--- src/rtl/line_emu_pkg.sv ---
package line_emu_pkg;

    typedef enum logic [1:0] {
        EDGE_NONE = 2'd0,
        EDGE_RISE = 2'd1,
        EDGE_FALL = 2'd2
    } edge_e;

    // accumulator must hold baseline plus DEPTH+1 table terms without wrapping
    function automatic int acc_width(input int w, input int depth);
        return w + $clog2(depth + 2) + 1;
    endfunction

endpackage

--- src/rtl/line_emu_edge.sv ---
module line_emu_edge
    import line_emu_pkg::*;
(
    input  logic  clk,
    input  logic  rst_n,
    input  logic  en,
    input  logic  din,
    output edge_e edge_o
);

    logic lvl_d, lvl_q;

    always_comb begin
        lvl_d  = lvl_q;
        edge_o = EDGE_NONE;
        if (en) begin
            lvl_d = din;
            if (din != lvl_q) edge_o = din ? EDGE_RISE : EDGE_FALL;
        end
    end

    always_ff @(posedge clk) begin
        if (!rst_n) lvl_q <= 1'b0;
        else        lvl_q <= lvl_d;
    end

    // successive events alternate in direction
    edge_e last_q;
    always_ff @(posedge clk) begin
        if (!rst_n)                 last_q <= EDGE_FALL;
        else if (edge_o != EDGE_NONE) last_q <= edge_o;
    end

    p_edge_alternates_r2: assert property (@(posedge clk) disable iff (!rst_n)
        (edge_o != EDGE_NONE) |-> (edge_o != last_q));

endmodule

--- src/rtl/line_emu_queue.sv ---
module line_emu_queue #(
    parameter int DEPTH = 4,
    parameter int TSW   = 5,
    localparam int CW   = $clog2(DEPTH + 1)
) (
    input  logic           clk,
    input  logic           rst_n,
    input  logic           push,
    input  logic           push_rise,
    input  logic [TSW-1:0] push_ts,
    input  logic           pop,
    output logic [DEPTH-1:0] vld_o,
    output logic [DEPTH-1:0] rise_o,
    output logic [TSW-1:0] ts_o [DEPTH],
    output logic [CW-1:0]  cnt_o
);

    typedef struct packed {
        logic           vld;
        logic           rise;
        logic [TSW-1:0] ts;
    } slot_t;

    typedef struct packed {
        slot_t [DEPTH-1:0] slot;
        logic  [CW-1:0]    cnt;
    } st_t;

    st_t st_d, st_q;

    always_comb begin
        logic [CW-1:0] wr;
        st_d = st_q;
        if (pop) begin
            for (int i = 0; i < DEPTH - 1; i++) st_d.slot[i] = st_q.slot[i+1];
            st_d.slot[DEPTH-1] = '0;
            st_d.cnt = st_q.cnt - 1'b1;
        end
        wr = st_d.cnt;
        if (push) begin
            for (int i = 0; i < DEPTH; i++) begin
                if (wr == CW'(i)) st_d.slot[i] = '{vld: 1'b1, rise: push_rise, ts: push_ts};
            end
            st_d.cnt = wr + 1'b1;
        end
    end

    always_ff @(posedge clk) begin
        if (!rst_n) st_q <= '0;
        else        st_q <= st_d;
    end

    for (genvar g = 0; g < DEPTH; g++) begin : g_out
        assign vld_o[g]  = st_q.slot[g].vld;
        assign rise_o[g] = st_q.slot[g].rise;
        assign ts_o[g]   = st_q.slot[g].ts;
    end
    assign cnt_o = st_q.cnt;

    // a push never lands on a full queue unless a slot is freed the same cycle
    p_room_on_push_r6: assert property (@(posedge clk) disable iff (!rst_n)
        (push && !pop) |-> (st_q.cnt < CW'(DEPTH)));

    // removal only from a non-empty queue
    p_pop_nonempty_r4: assert property (@(posedge clk) disable iff (!rst_n)
        pop |-> (st_q.cnt != '0));

endmodule

--- src/rtl/line_emu_tap.sv ---
module line_emu_tap #(
    parameter int W       = 16,
    parameter int TAB_LEN = 8,
    parameter int TSW     = 5,
    parameter int ACC_W   = 20,
    parameter logic signed [W-1:0] RISE_TAB [TAB_LEN] = '{default: '0},
    parameter logic signed [W-1:0] FALL_TAB [TAB_LEN] = '{default: '0},
    localparam int IW     = $clog2(TAB_LEN)
) (
    input  logic                    vld,
    input  logic                    rise,
    input  logic [TSW-1:0]          age,
    output logic signed [ACC_W-1:0] term_o
);

    logic [IW-1:0]         idx;
    logic signed [W-1:0]   mag;
    logic signed [ACC_W-1:0] ext;

    always_comb begin
        idx    = (age >= TSW'(TAB_LEN)) ? IW'(TAB_LEN - 1) : age[IW-1:0];
        mag    = rise ? RISE_TAB[idx] : FALL_TAB[idx];
        ext    = ACC_W'(mag);
        term_o = '0;
        if (vld) term_o = rise ? ext : -ext;
    end

endmodule

--- src/rtl/line_emu.sv ---
module line_emu
    import line_emu_pkg::*;
#(
    parameter int W       = 16,
    parameter int TAB_LEN = 8,
    parameter int DEPTH   = 4,
    parameter int THRESH  = 512,
    parameter logic signed [W-1:0] RISE_TAB [TAB_LEN] =
        '{16'sd0, 16'sd200, 16'sd500, 16'sd750, 16'sd900, 16'sd980, 16'sd1015, 16'sd1024},
    parameter logic signed [W-1:0] FALL_TAB [TAB_LEN] =
        '{16'sd0, 16'sd300, 16'sd600, 16'sd820, 16'sd940, 16'sd1000, 16'sd1020, 16'sd1024},
    localparam int TSW   = $clog2(TAB_LEN) + 2,
    localparam int ACC_W = acc_width(W, DEPTH),
    localparam int CW    = $clog2(DEPTH + 1)
) (
    input  logic                    clk,
    input  logic                    rst_n,
    input  logic                    en_i,
    input  logic                    din_i,
    output logic signed [ACC_W-1:0] y_o,
    output logic                    bit_o,
    output logic                    ovf_o
);

    localparam logic signed [ACC_W-1:0] SETTLE = ACC_W'(RISE_TAB[TAB_LEN-1]);
    localparam logic signed [ACC_W-1:0] THR    = ACC_W'(THRESH);

    typedef struct packed {
        logic [TSW-1:0]          now;
        logic signed [ACC_W-1:0] k1;
        logic signed [ACC_W-1:0] y;
        logic                    bit_v;
        logic                    ovf;
    } st_t;

    st_t st_d, st_q;

    edge_e            edge_s;
    logic [DEPTH-1:0] q_vld, q_rise;
    logic [TSW-1:0]   q_ts [DEPTH];
    logic [CW-1:0]    q_cnt;
    logic [TSW-1:0]   head_age;
    logic             is_edge, age_pop, force_pop, pop;

    logic [DEPTH:0]          tap_vld, tap_rise;
    logic [TSW-1:0]          tap_age [DEPTH+1];
    logic signed [ACC_W-1:0] term    [DEPTH+1];

    line_emu_edge u_edge (
        .clk    (clk),
        .rst_n  (rst_n),
        .en     (en_i),
        .din    (din_i),
        .edge_o (edge_s)
    );

    assign is_edge   = (edge_s != EDGE_NONE);
    assign head_age  = st_q.now - q_ts[0];
    assign age_pop   = en_i && q_vld[0] && (head_age >= TSW'(TAB_LEN));
    assign force_pop = is_edge && (q_cnt == CW'(DEPTH)) && !age_pop;
    assign pop       = age_pop || force_pop;

    line_emu_queue #(.DEPTH(DEPTH), .TSW(TSW)) u_queue (
        .clk       (clk),
        .rst_n     (rst_n),
        .push      (is_edge),
        .push_rise (edge_s == EDGE_RISE),
        .push_ts   (st_q.now),
        .pop       (pop),
        .vld_o     (q_vld),
        .rise_o    (q_rise),
        .ts_o      (q_ts),
        .cnt_o     (q_cnt)
    );

    // one tap per queued event, plus one for the event logged this sample
    for (genvar g = 0; g <= DEPTH; g++) begin : g_tap
        if (g < DEPTH) begin : g_slot
            assign tap_vld[g]  = q_vld[g] && !(pop && (g == 0));
            assign tap_rise[g] = q_rise[g];
            assign tap_age[g]  = st_q.now - q_ts[g];
        end else begin : g_new
            assign tap_vld[g]  = is_edge;
            assign tap_rise[g] = (edge_s == EDGE_RISE);
            assign tap_age[g]  = '0;
        end
        line_emu_tap #(
            .W(W), .TAB_LEN(TAB_LEN), .TSW(TSW), .ACC_W(ACC_W),
            .RISE_TAB(RISE_TAB), .FALL_TAB(FALL_TAB)
        ) u_tap (
            .vld    (tap_vld[g]),
            .rise   (tap_rise[g]),
            .age    (tap_age[g]),
            .term_o (term[g])
        );
    end

    always_comb begin
        logic signed [ACC_W-1:0] acc;
        st_d = st_q;
        acc  = '0;
        if (en_i) begin
            st_d.now = st_q.now + 1'b1;
            if (pop) st_d.k1 = q_rise[0] ? SETTLE : '0;
            if (force_pop) st_d.ovf = 1'b1;
            acc = st_d.k1;
            for (int i = 0; i <= DEPTH; i++) acc = acc + term[i];
            st_d.y     = acc;
            st_d.bit_v = (acc >= THR);
        end
    end

    always_ff @(posedge clk) begin
        if (!rst_n) st_q <= '0;
        else        st_q <= st_d;
    end

    assign y_o   = st_q.y;
    assign bit_o = st_q.bit_v;
    assign ovf_o = st_q.ovf;

    // the baseline moves only when an event leaves the queue
    p_k1_on_pop_r5: assert property (@(posedge clk) disable iff (!rst_n)
        !pop |=> $stable(st_q.k1));

    // outputs hold on samples without enable
    p_hold_idle_r8: assert property (@(posedge clk) disable iff (!rst_n)
        !en_i |=> ($stable(y_o) && $stable(bit_o) && $stable(ovf_o)));

    // overflow flag is sticky
    p_ovf_sticky_r6: assert property (@(posedge clk) disable iff (!rst_n)
        ovf_o |=> ovf_o);

    // the head is never more than one sample overdue
    p_head_age_r4: assert property (@(posedge clk) disable iff (!rst_n)
        q_vld[0] |-> (head_age <= TSW'(TAB_LEN)));

    // recovered bit agrees with the registered sample
    p_bit_thresh_r7: assert property (@(posedge clk) disable iff (!rst_n)
        bit_o == (y_o >= THR));

endmodule

--- config.mk ---
export PLATFORM = sky130hd
export DESIGN_NAME = line_emu
export DESIGN_NICKNAME = d
export VERILOG_FILES = /design/src/rtl/line_emu_pkg.sv /design/src/rtl/line_emu_edge.sv /design/src/rtl/line_emu_queue.sv /design/src/rtl/line_emu_tap.sv /design/src/rtl/line_emu.sv
export SDC_FILE = /design/constraint.sdc
export NUM_CORES = 1
export LEC_CHECK = 0
export BUFFER_PORTS_ARGS = -buffer_cell sky130_fd_sc_hd__buf_2
export CORE_MARGIN = 2
export CORE_UTILIZATION = 58
export CTS_BUF_LIST = sky130_fd_sc_hd__clkbuf_4
export CTS_CLUSTER_SIZE = 20
export DETAILED_ROUTE_END_ITERATION = 10
export HOLD_SLACK_MARGIN = 0.15
export PLACE_DENSITY = 0.75
export SLEW_MARGIN = 10
export SYNTH_ARGS = -nofsm -noshare
export SYNTH_HDL_FRONTEND = slang
export SYNTH_SLANG_ARGS = --single-unit
--- constraint.sdc ---
create_clock -name clk -period 10.8 [get_ports clk]
set_input_delay 1.08 -clock clk [delete_from_list [all_inputs] [get_ports clk]]
set_output_delay 1.08 -clock clk [all_outputs]
set_load 0.01 [all_outputs]
==> results of run 1 <==
## through the flow
stage	hold WS, ns	util (%)	power, mW
after floorplan	0.441	-	1.77
after global placement	0.450	59.8	2.06
after detailed placement	0.458	59.8	2.09
after CTS	0.481	61.0	2.33
after global routing	0.496	61.0	2.57
final	0.479	61.0	2.35
## state kept, by name, summed over array words and instances, names as in the netlist
signal / flops
st_q: 25
u_queue.ts_o: 20
y_o: 20
u_queue.rise_o: 4
u_queue.vld_o: 4
u_queue.cnt_o: 3
bit_o: 1
ovf_o: 1
u_edge.lvl_q: 1
## worst max-delay path by stage
stage                  to      from  cells after the start  slack, ns
floorplan           bit_o  st_q[42]                     34       2.89
global placement    bit_o  st_q[42]                     35       2.04
detailed placement  bit_o  st_q[43]                     32       1.86
finish              bit_o  st_q[43]                     32       1.71
global route        bit_o  st_q[43]                     32       1.15
CTS                 bit_o  st_q[43]                     32       1.86
## per-layer routing
layer / track usage, % / vias up
li1: - / 3689
met1: 38.3 / 3550
met2: 42.4 / 285
met3: 5.65 / 41
met4: 10.6 / 0
met5: 0 / -
## worst register-to-register path, delay by kind of cell, from the launching register on
kind / cells / cell delay, ns
AOI/OAI and AO/OA: 15 / 4.01
xor gates and xnor gates: 2 / 0.42
adders and majority gates: 6 / 2.67
buffers and inverters: 4 / 0.30
DFF: 1 / 0.75
and+or+nand+nor: 5 / 0.89
## power breakdown
part | switching, mW | internal, mW | total, mW
Combinational | 1.09 | 0.652 | 1.74
Sequential | 0.0472 | 0.334 | 0.381
Clock | 0.129 | 0.0985 | 0.227
Total | 1.27 | 1.08 | 2.35
## cells in the final DEF, fill, tap and decap left out, drive strengths merged, types with 11 or more instances in the layout
master,n
xnor2,40
dfxtp,79
nand2b,12
nor2b,11
nor2,89
a21o,13
fa,60
and2,16
ha,62
nor3,20
nand3,24
mux2i,32
a21oi,65
o211ai,21
buf,28
o21ai,45
inv,158
and3,25
nand2,137
xor2,17
## cell families (layout without fill, tap and decap cells)
| kind of cell | Yosys count | after routing | share of synthesized area, % |
|---|---|---|---|
| buffers and inverters | 229 | 201 | 11.0 |
| muxes | 33 | 33 | 3.95 |
| and+or+nand+nor | 355 | 355 | 18.8 |
| other | 0 | 2 | 0 |
| adders and majority gates | 122 | 122 | 22.8 |
| xor gates and xnor gates | 58 | 58 | 6.09 |
| DFF | 79 | 79 | 18.2 |
| AOI/OAI and AO/OA | 241 | 241 | 19.2 |
## Yosys cell counts, drive strengths merged, types with 11 or more instances
cell / number
a21o: 13
o211ai: 21
ha: 62
nand3: 24
and3: 25
inv: 155
nor3: 20
nor2b: 11
fa: 60
a21oi: 65
nor2: 89
o21ai: 45
mux2i: 32
clkbuf: 47
xnor2: 40
dfxtp: 79
nand2b: 12
buf: 25
and2: 16
xor2: 17
nand2: 137
## layout make-up
class                           count  area [µm²]
Timing Repair Buffer               28         148
Fill cell                        1282        5690
Multi-Input combinational cell    809        6170
Inverter                          157         592
Sequential cell                    79        1580
Antenna cell                        2        5.00
Clock buffer                        9        67.6
Clock inverter                      7         113
Tap cell                          184         230
==> run summary, run 1 <==
Power per cell area: 264 mW/mm²
Worst reg2reg path depth: 32
Status: finished, final reports clean
Largest net degree at the start of global routing: 46
Synthesized area per cell: 7.78 µm²
Met3 WL post-DR: 1920 µm
Worst-Skew Late Latency: 0.51 ns
Reg2Reg Launch Point: st_q[43]
Synth warnings: 0
CP startpoint kind: flop
Post-layout min period: 9.09 ns
First-pass GRT wire length: 35200 µm
Post-CTS Repair Setup Buffers: 0
HPWL after DPL: 16400 µm
Final Instance Area: 0.00890 mm²
R2r setup slk: 1.71 ns
Slew Limit Fails: 0
CTS buffer count: 9
Period utilisation layout: 84.2%
Max Root-Sink Buffers: 2
Vias: 7565
Hold bufs inserted after CTS: 0
Pleak: 4.14 nW
Die Wd: 126 µm
Worst-margin pin slew: 1.15 ns
Routed length on met2: 9330 µm
Final setup violation count: 0
Hold Path Class: flop to flop
Hold Path Stages: 2
Root Buffer: clkbuf_4
Fmax: 110 MHz
Share of layout cells above drive strength 1: 5.97%
Post-synth top area cell: dfxtp_1
Dpl cells: 1257
Hold_sp: y_o[7]
Mapped Cells: 1117
Slew Limit Headroom: 23.6%
M1 WL: 9240 µm
Sequential fraction of the synthesis area: 18.2%
RSZ-0062 raised after global routing: no
Synthesized flop and latch total: 79
Row count: 44
Crit path max-delay cell type: dfxtp_1
RePlAce Congestion: 0.975
Drt pass-1 iters: 5
DRT iter0 DRCs: 803
CP top delay family: compound AO/OA/AOI/OAI gates
WP buf/inv: 4
Final setup margin: 1.71 ns
Slowest stage delay, CP: 0.75 ns
Die ar.: 0.0160 mm²
Post-synth net total: 1243
Post-synthesis instance area: 0.00869 mm²
Crit path capture type: flop
DR DRC count: 0
CORE AREA: 0.0146 mm²
Endpoint, Worst Hold: y_o[7]
Post-synth ARST share: 0%
Gr ovfl total: 0
Final net count: 1210
Io pins: 26
CTS tree: done
Number of enable flip-flop cells after synthesis: 0
Worst-path clk slew: 0.15 ns
Post-DRT Antenna Nets: 0
Netlist cell types: 78
CP Data Required Time: 11.22 ns
Layout Skew: 0.0278 ns
Vias per inst: 5.93
Worst slack at placement: 1.86 ns
Area Overhead vs Synth: 2.49%
Max-cap check violation count: 0
Worst r2r dst: bit_o
Top post-synthesis cells by area: dfxtp_1 (18%), fa_1 (14%), ha_1 (8.9%)
Maximum vdd drop: 153 µV
Tot GR Track Use: 27.6%
Placed cell area: 0.00872 mm²
Critical Path Fanout Max: 15
H-tree levels: 3
PostCTS Resize Cnt: 0
Final Hold Viols: 0
Setup TNS: 0 ns
Highest routed layer: met4
Num Clock Sinks: 79
Port Buf Inserts: 25
Synth top area share: 18.2%
Critical path data arrival time: 9.51 ns
Finished Layout Cells: 1275
Die Y: 126 µm
Synth Flop Type: dfxtp_1
Critical path class: flop to flop
Starting Density: 59.5%
Initial antenna violation count: 1
Drt wl/cell: 16.6 µm
Detailed Route WL: 21100 µm
Vias in the first global route: 7124
Note: power is estimated with default switching activity, not from simulation.
==> run 2: changes to the inputs <==
PLACE_DENSITY = 0.78   (was 0.75)
clock period = 7.8 ns   (was 10.8 ns; I/O delays follow)
==> run 2 against run 1 <==
  * Design area up 5.0%
  * Critical endpoint unchanged
  * Combinational power rose by 61%
  * Sequential power up 36%
  * Utilization rose by 3.1 points
  * Critical path type unchanged
==> run summary, run 2 (synthesis gave the netlist of run 1 again) <==
Status: finished, final reports clean
Vias: 7791
CP startpoint kind: flop
Io pins: 26
CTS tree: done
WP buf/inv: 5
Crit path capture type: flop
Power per cell area: 384 mW/mm²
Final Instance Area: 0.00935 mm²
Gr ovfl total: 0
Total power: 3.59 mW
Worst-margin pin slew: 1.12 ns
DR DRC count: 0
Most frequent cells in the layout: inv_1 (150), nand2_1 (136), nor2_1 (88), dfxtp_1 (79), a21oi_1 (60)
Leading cell type in the layout, fill and taps excluded: inv_1
Worst-path clk slew: 0.13 ns
Detailed Route WL: 22400 µm
Max-cap check violation count: 0
Area Overhead vs Synth: 7.62%
Final Hold Viols: 0
Die Y: 126 µm
CP Data Required Time: 8.23 ns
Final setup violation count: 0
CTS buffer count: 9
Root Buffer: clkbuf_4
Crit path max-delay cell type: or4_4
Final net count: 1250
Hold WS: 0.478 ns
Slowest stage delay, CP: 0.64 ns
Max reg flops: 25
Initial antenna violation count: 1
Die ar.: 0.0160 mm²
Setup crit start: st_q[42]
Share of layout cells above drive strength 1: 11.8%
Row count: 44
Slew Limit Fails: 0
CP top delay family: adder cells
Drt pass-1 iters: 5
R2r setup slk: 0.36 ns
Final core occ: 64.1%
Worst reg2reg path depth: 31
Die Wd: 126 µm
Hold bufs inserted after CTS: 0
Fmax: 134 MHz
RePlAce Congestion: 1.01
DRT iter0 DRCs: 612
Period utilisation layout: 95.3%
HPWL after DPL: 17200 µm
Worst Setup EP: bit_o
Num Clock Sinks: 79
Largest net degree at the start of global routing: 51
Post-DRT Antenna Nets: 0
H-tree levels: 3
Critical path data arrival time: 7.86 ns
Vias per inst: 5.92
Layout Skew: 0.0135 ns
Critical path class: flop to flop
Tot GR Track Use: 28.4%
Worst r2r dst: bit_o
First-pass GRT wire length: 36500 µm
Vias in the first global route: 7382
Pleak: 4.35 nW
Fill cells: 1270
Setup TNS: 0 ns
Port Buf Inserts: 25
Hold Path Class: flop to flop
Drt wl/cell: 17.1 µm
Worst-Skew Late Latency: 0.48 ns
Maximum vdd drop: 197 µV
Post-layout min period: 7.44 ns
Levels on crit path: 31
Critical Path Fanout Max: 12
Slew Limit Headroom: 25.6%
Max Root-Sink Buffers: 2
Starting Density: 59.5%
CORE AREA: 0.0146 mm²
Placed cell area: 0.00897 mm²
Reg2Reg Launch Point: st_q[42]
Largest Register: st_q
run 2: stage by stage:
stage	setup WS [ns]	std cells
4_1_cts	0.0549	1307
3_3_place_gp	0.170	1291
2_1_floorplan	0.0543	1117
6_report	0.363	1315
5_1_grt	-0.0943	1315
3_5_place_dp	-0.0473	1291
run 2: where the power goes:
part | total (mW) | internal, mW | switching [mW] | leakage [nW]
Combinational | 2.81 | 1.15 | 1.66 | 3.64
Sequential | 0.518 | 0.462 | 0.0562 | 0.641
Clock | 0.267 | 0.105 | 0.162 | 0.0711
Total | 3.59 | 1.71 | 1.88 | 4.35
run 2: timing repair:
action	4_1_cts	5_1_grt
setup endpoints to repair	1	5
setup buffers	0	6
gates resized for setup	2	41
pin swaps	0	11
gates cloned	0	0
run 2: how the worst min path moves through the flow:
| stage | slack [ns] | start | cells after the start | endpoint |
|---|---|---|---|---|
| after floorplan | 0.44 | y_o[7] | 2 | y_o[7] |
| after global placement | 0.45 | y_o[7] | 2 | y_o[7] |
| after detailed placement | 0.46 | y_o[7] | 2 | y_o[7] |
| after CTS | 0.48 | y_o[7] | 2 | y_o[7] |
| after global routing | 0.50 | st_q[29] | 1 | st_q[29] |
| final | 0.48 | y_o[7] | 2 | y_o[7] |
run 2: layout make-up:
cell class	count	area, µm²	share of cell area (%)
antenna	2	5.00	0.0535
sequential	79	1580	16.9
clock inverter	5	57.6	0.616
clock buffer	11	82.6	0.883
timing repair buffer	68	448	4.79
multi-input combinational	809	6350	67.9
tap	184	230	2.46
inverter	157	592	6.33
run 2: per-layer routing:
| metal | global-route usage [%] | up-vias | wire length [µm] |
|---|---|---|---|
| met1 | 39.4 | 3732 | 10300 |
| met4 | 10.3 | 0 | 664 |
| met5 | 0 | - | 0 |
| met3 | 3.71 | 48 | 1310 |
| li1 | - | 3761 | - |
| met2 | 45.6 | 250 | 10200 |
run 2: worst min-delay path, delay by kind of cell, from the launching register on:
family | cells | cell delay (ns)
AO/OA/AOI/OAI | 1 | 0.05
flip-flops | 1 | 0.33
AND/OR/NAND/NOR | 1 | 0.06
==> run 3: changes to the inputs <==
BUFFER_PORTS_ARGS = -buffer_cell sky130_fd_sc_hd__buf_4   (was -buffer_cell sky130_fd_sc_hd__buf_2)
CORE_ASPECT_RATIO = 1.2   (was default)
==> run 3 against run 2 <==
  * Clock skew is 0.011 ns higher
  * Design area grew 1.7%
  * Worst hold slack improved by 0.00061 ns
  * Sequential power increased by 2%
  * Critical path depth up 2
  * Global-route usage fell by 0.38 points
  * Sequential share of layout area shrank 0.27 points
  * Final cell count is 1.4% higher
  * Maximum frequency shrank 1.9%
  * First-iteration DRC count increased by 12%
  * Combinational power grew 2%
  * Flip-flop and latch count unchanged
  * Critical path type unchanged
  * Critical endpoint unchanged
  * Largest power group unchanged
==> run summary, run 3 (synthesis gave the netlist of run 1 again) <==
Starting Density: 58.6%
Leading cell type in the layout, fill and taps excluded: inv_1
HPWL after DPL: 16900 µm
Slew Limit Headroom: 23.4%
Worst r2r dst: bit_o
Worst-path clk slew: 0.15 ns
CTS tree: done
DRT iter0 DRCs: 687
Die Wd: 116 µm
H-tree levels: 3
Final setup violation count: 0
Vias: 7741
First-pass GRT wire length: 35500 µm
Root Buffer: clkbuf_4
Hold Path Class: flop to flop
Hold bufs inserted after CTS: 0
Max Root-Sink Buffers: 2
Reg2Reg Launch Point: st_q[42]
Dpl cells: 1307
R2r setup slk: 0.22 ns
Detailed Route WL: 22300 µm
Vias in the first global route: 7253
CP startpoint kind: flop
Final net count: 1249
Final setup margin: 0.222 ns
DR DRC count: 0
Period utilisation layout: 97.2%
Worst-Skew Late Latency: 0.48 ns
Layout Skew: 0.0240 ns
Max-cap check violation count: 0
Slew Limit Fails: 0
Tot GR Track Use: 28.0%
Io pins: 26
Crit path max-delay cell type: fa_1
Row count: 49
WP buf/inv: 4
Post-DRT Antenna Nets: 0
Drt wl/cell: 16.7 µm
Worst slack at placement: -0.0523 ns
Slowest stage delay, CP: 0.55 ns
Placed cell area: 0.00903 mm²
Most frequent cells in the layout: inv_1 (149), nand2_1 (133), nor2_1 (85), dfxtp_1 (78), buf_4 (67)
Worst-margin pin slew: 1.15 ns
Pleak: 4.35 nW
Vias per inst: 5.81
Critical path class: flop to flop
Setup crit start: st_q[42]
Die ar.: 0.0160 mm²
CTS buffer count: 9
Die Y: 138 µm
Crit path capture type: flop
Post-layout min period: 7.58 ns
Worst Setup EP: bit_o
Area Overhead vs Synth: 9.43%
Final Instance Area: 0.00951 mm²
Port Buf Inserts: 25
Status: finished, final reports clean
Gr ovfl total: 0
Largest net degree at the start of global routing: 33
CP top delay family: compound AO/OA/AOI/OAI gates
Fmax: 132 MHz
CORE AREA: 0.0148 mm²
Critical path data arrival time: 7.97 ns
Critical Path Fanout Max: 5
Final Hold Viols: 0
Num Clock Sinks: 79
Share of layout cells above drive strength 1: 13.2%
Finished Layout Cells: 1333
Initial antenna violation count: 1
Levels on crit path: 33
RePlAce Congestion: 0.914
Largest Register: st_q
Power per cell area: 384 mW/mm²
Worst reg2reg path depth: 33
CP Data Required Time: 8.19 ns
Max reg flops: 25
Drt pass-1 iters: 5
Maximum vdd drop: 221 µV
-- run 3: timing repair --
item | CTS | global route
pin swaps | 0 | 15
cloned | 0 | 0
endpoints found under the setup margin | 1 | 5
resized for setup | 3 | 61
setup buffers | 0 | 9
-- run 3: cell type report --
cell class                      count  area [µm²]
Clock inverter                      7        55.1
Fill cell                        1330        5330
Inverter                          157         592
Antenna cell                        1        2.50
Sequential cell                    79        1580
Tap cell                          204         255
Timing Repair Buffer               67         503
Clock buffer                        9        67.6
Multi-Input combinational cell    809        6450
-- run 3: worst register-to-register path, delay by kind of cell, from the launching register on --
family	cells	cell delay [ns]
compound gates	15	3.09
buf+inv	4	0.24
flops	1	0.36
fa+ha+maj	7	2.70
xor+xnor	2	0.36
simple gates	5	0.76
-- run 3: worst min-delay path by stage --
| stage | depth (start not counted) | endpoint | startpoint | slack (ns) |
|---|---|---|---|---|
| after floorplan | 2 | y_o[7] | y_o[7] | 0.44 |
| after global placement | 2 | y_o[7] | y_o[7] | 0.45 |
| after detailed placement | 2 | y_o[7] | y_o[7] | 0.46 |
| after CTS | 2 | y_o[7] | y_o[7] | 0.48 |
| after global routing | 2 | y_o[7] | y_o[7] | 0.49 |
| final | 2 | y_o[7] | y_o[7] | 0.48 |
-- run 3: routing by layer --
metal / track usage, % / routed length [µm]
met1: 37.4 / 9570
met2: 46.8 / 11000
met3: 3.38 / 1060
met4: 9.84 / 689
met5: 0 / 0
-- run 3: per-stage QoR --
stage | hold WS (ns) | setup TNS (ns) | power [mW] | utilization, %
3_3_place_gp | 0.454 | 0 | 3.00 | 60.9
3_5_place_dp | 0.460 | -0.0523 | 3.04 | 60.9
6_report | 0.479 | 0 | 3.65 | 64.1
4_1_cts | 0.480 | 0 | 3.30 | 61.8
5_1_grt | 0.495 | -0.201 | 3.96 | 64.1
2_1_floorplan | 0.441 | 0 | 2.45 | -
-- run 3: where the power goes --
group	total [mW]	leakage [nW]	internal, mW	switching, mW
combinational	2.88	3.65	1.20	1.67
clock	0.242	0.0585	0.0685	0.174
sequential	0.527	0.641	0.462	0.0652
total	3.65	4.35	1.73	1.91
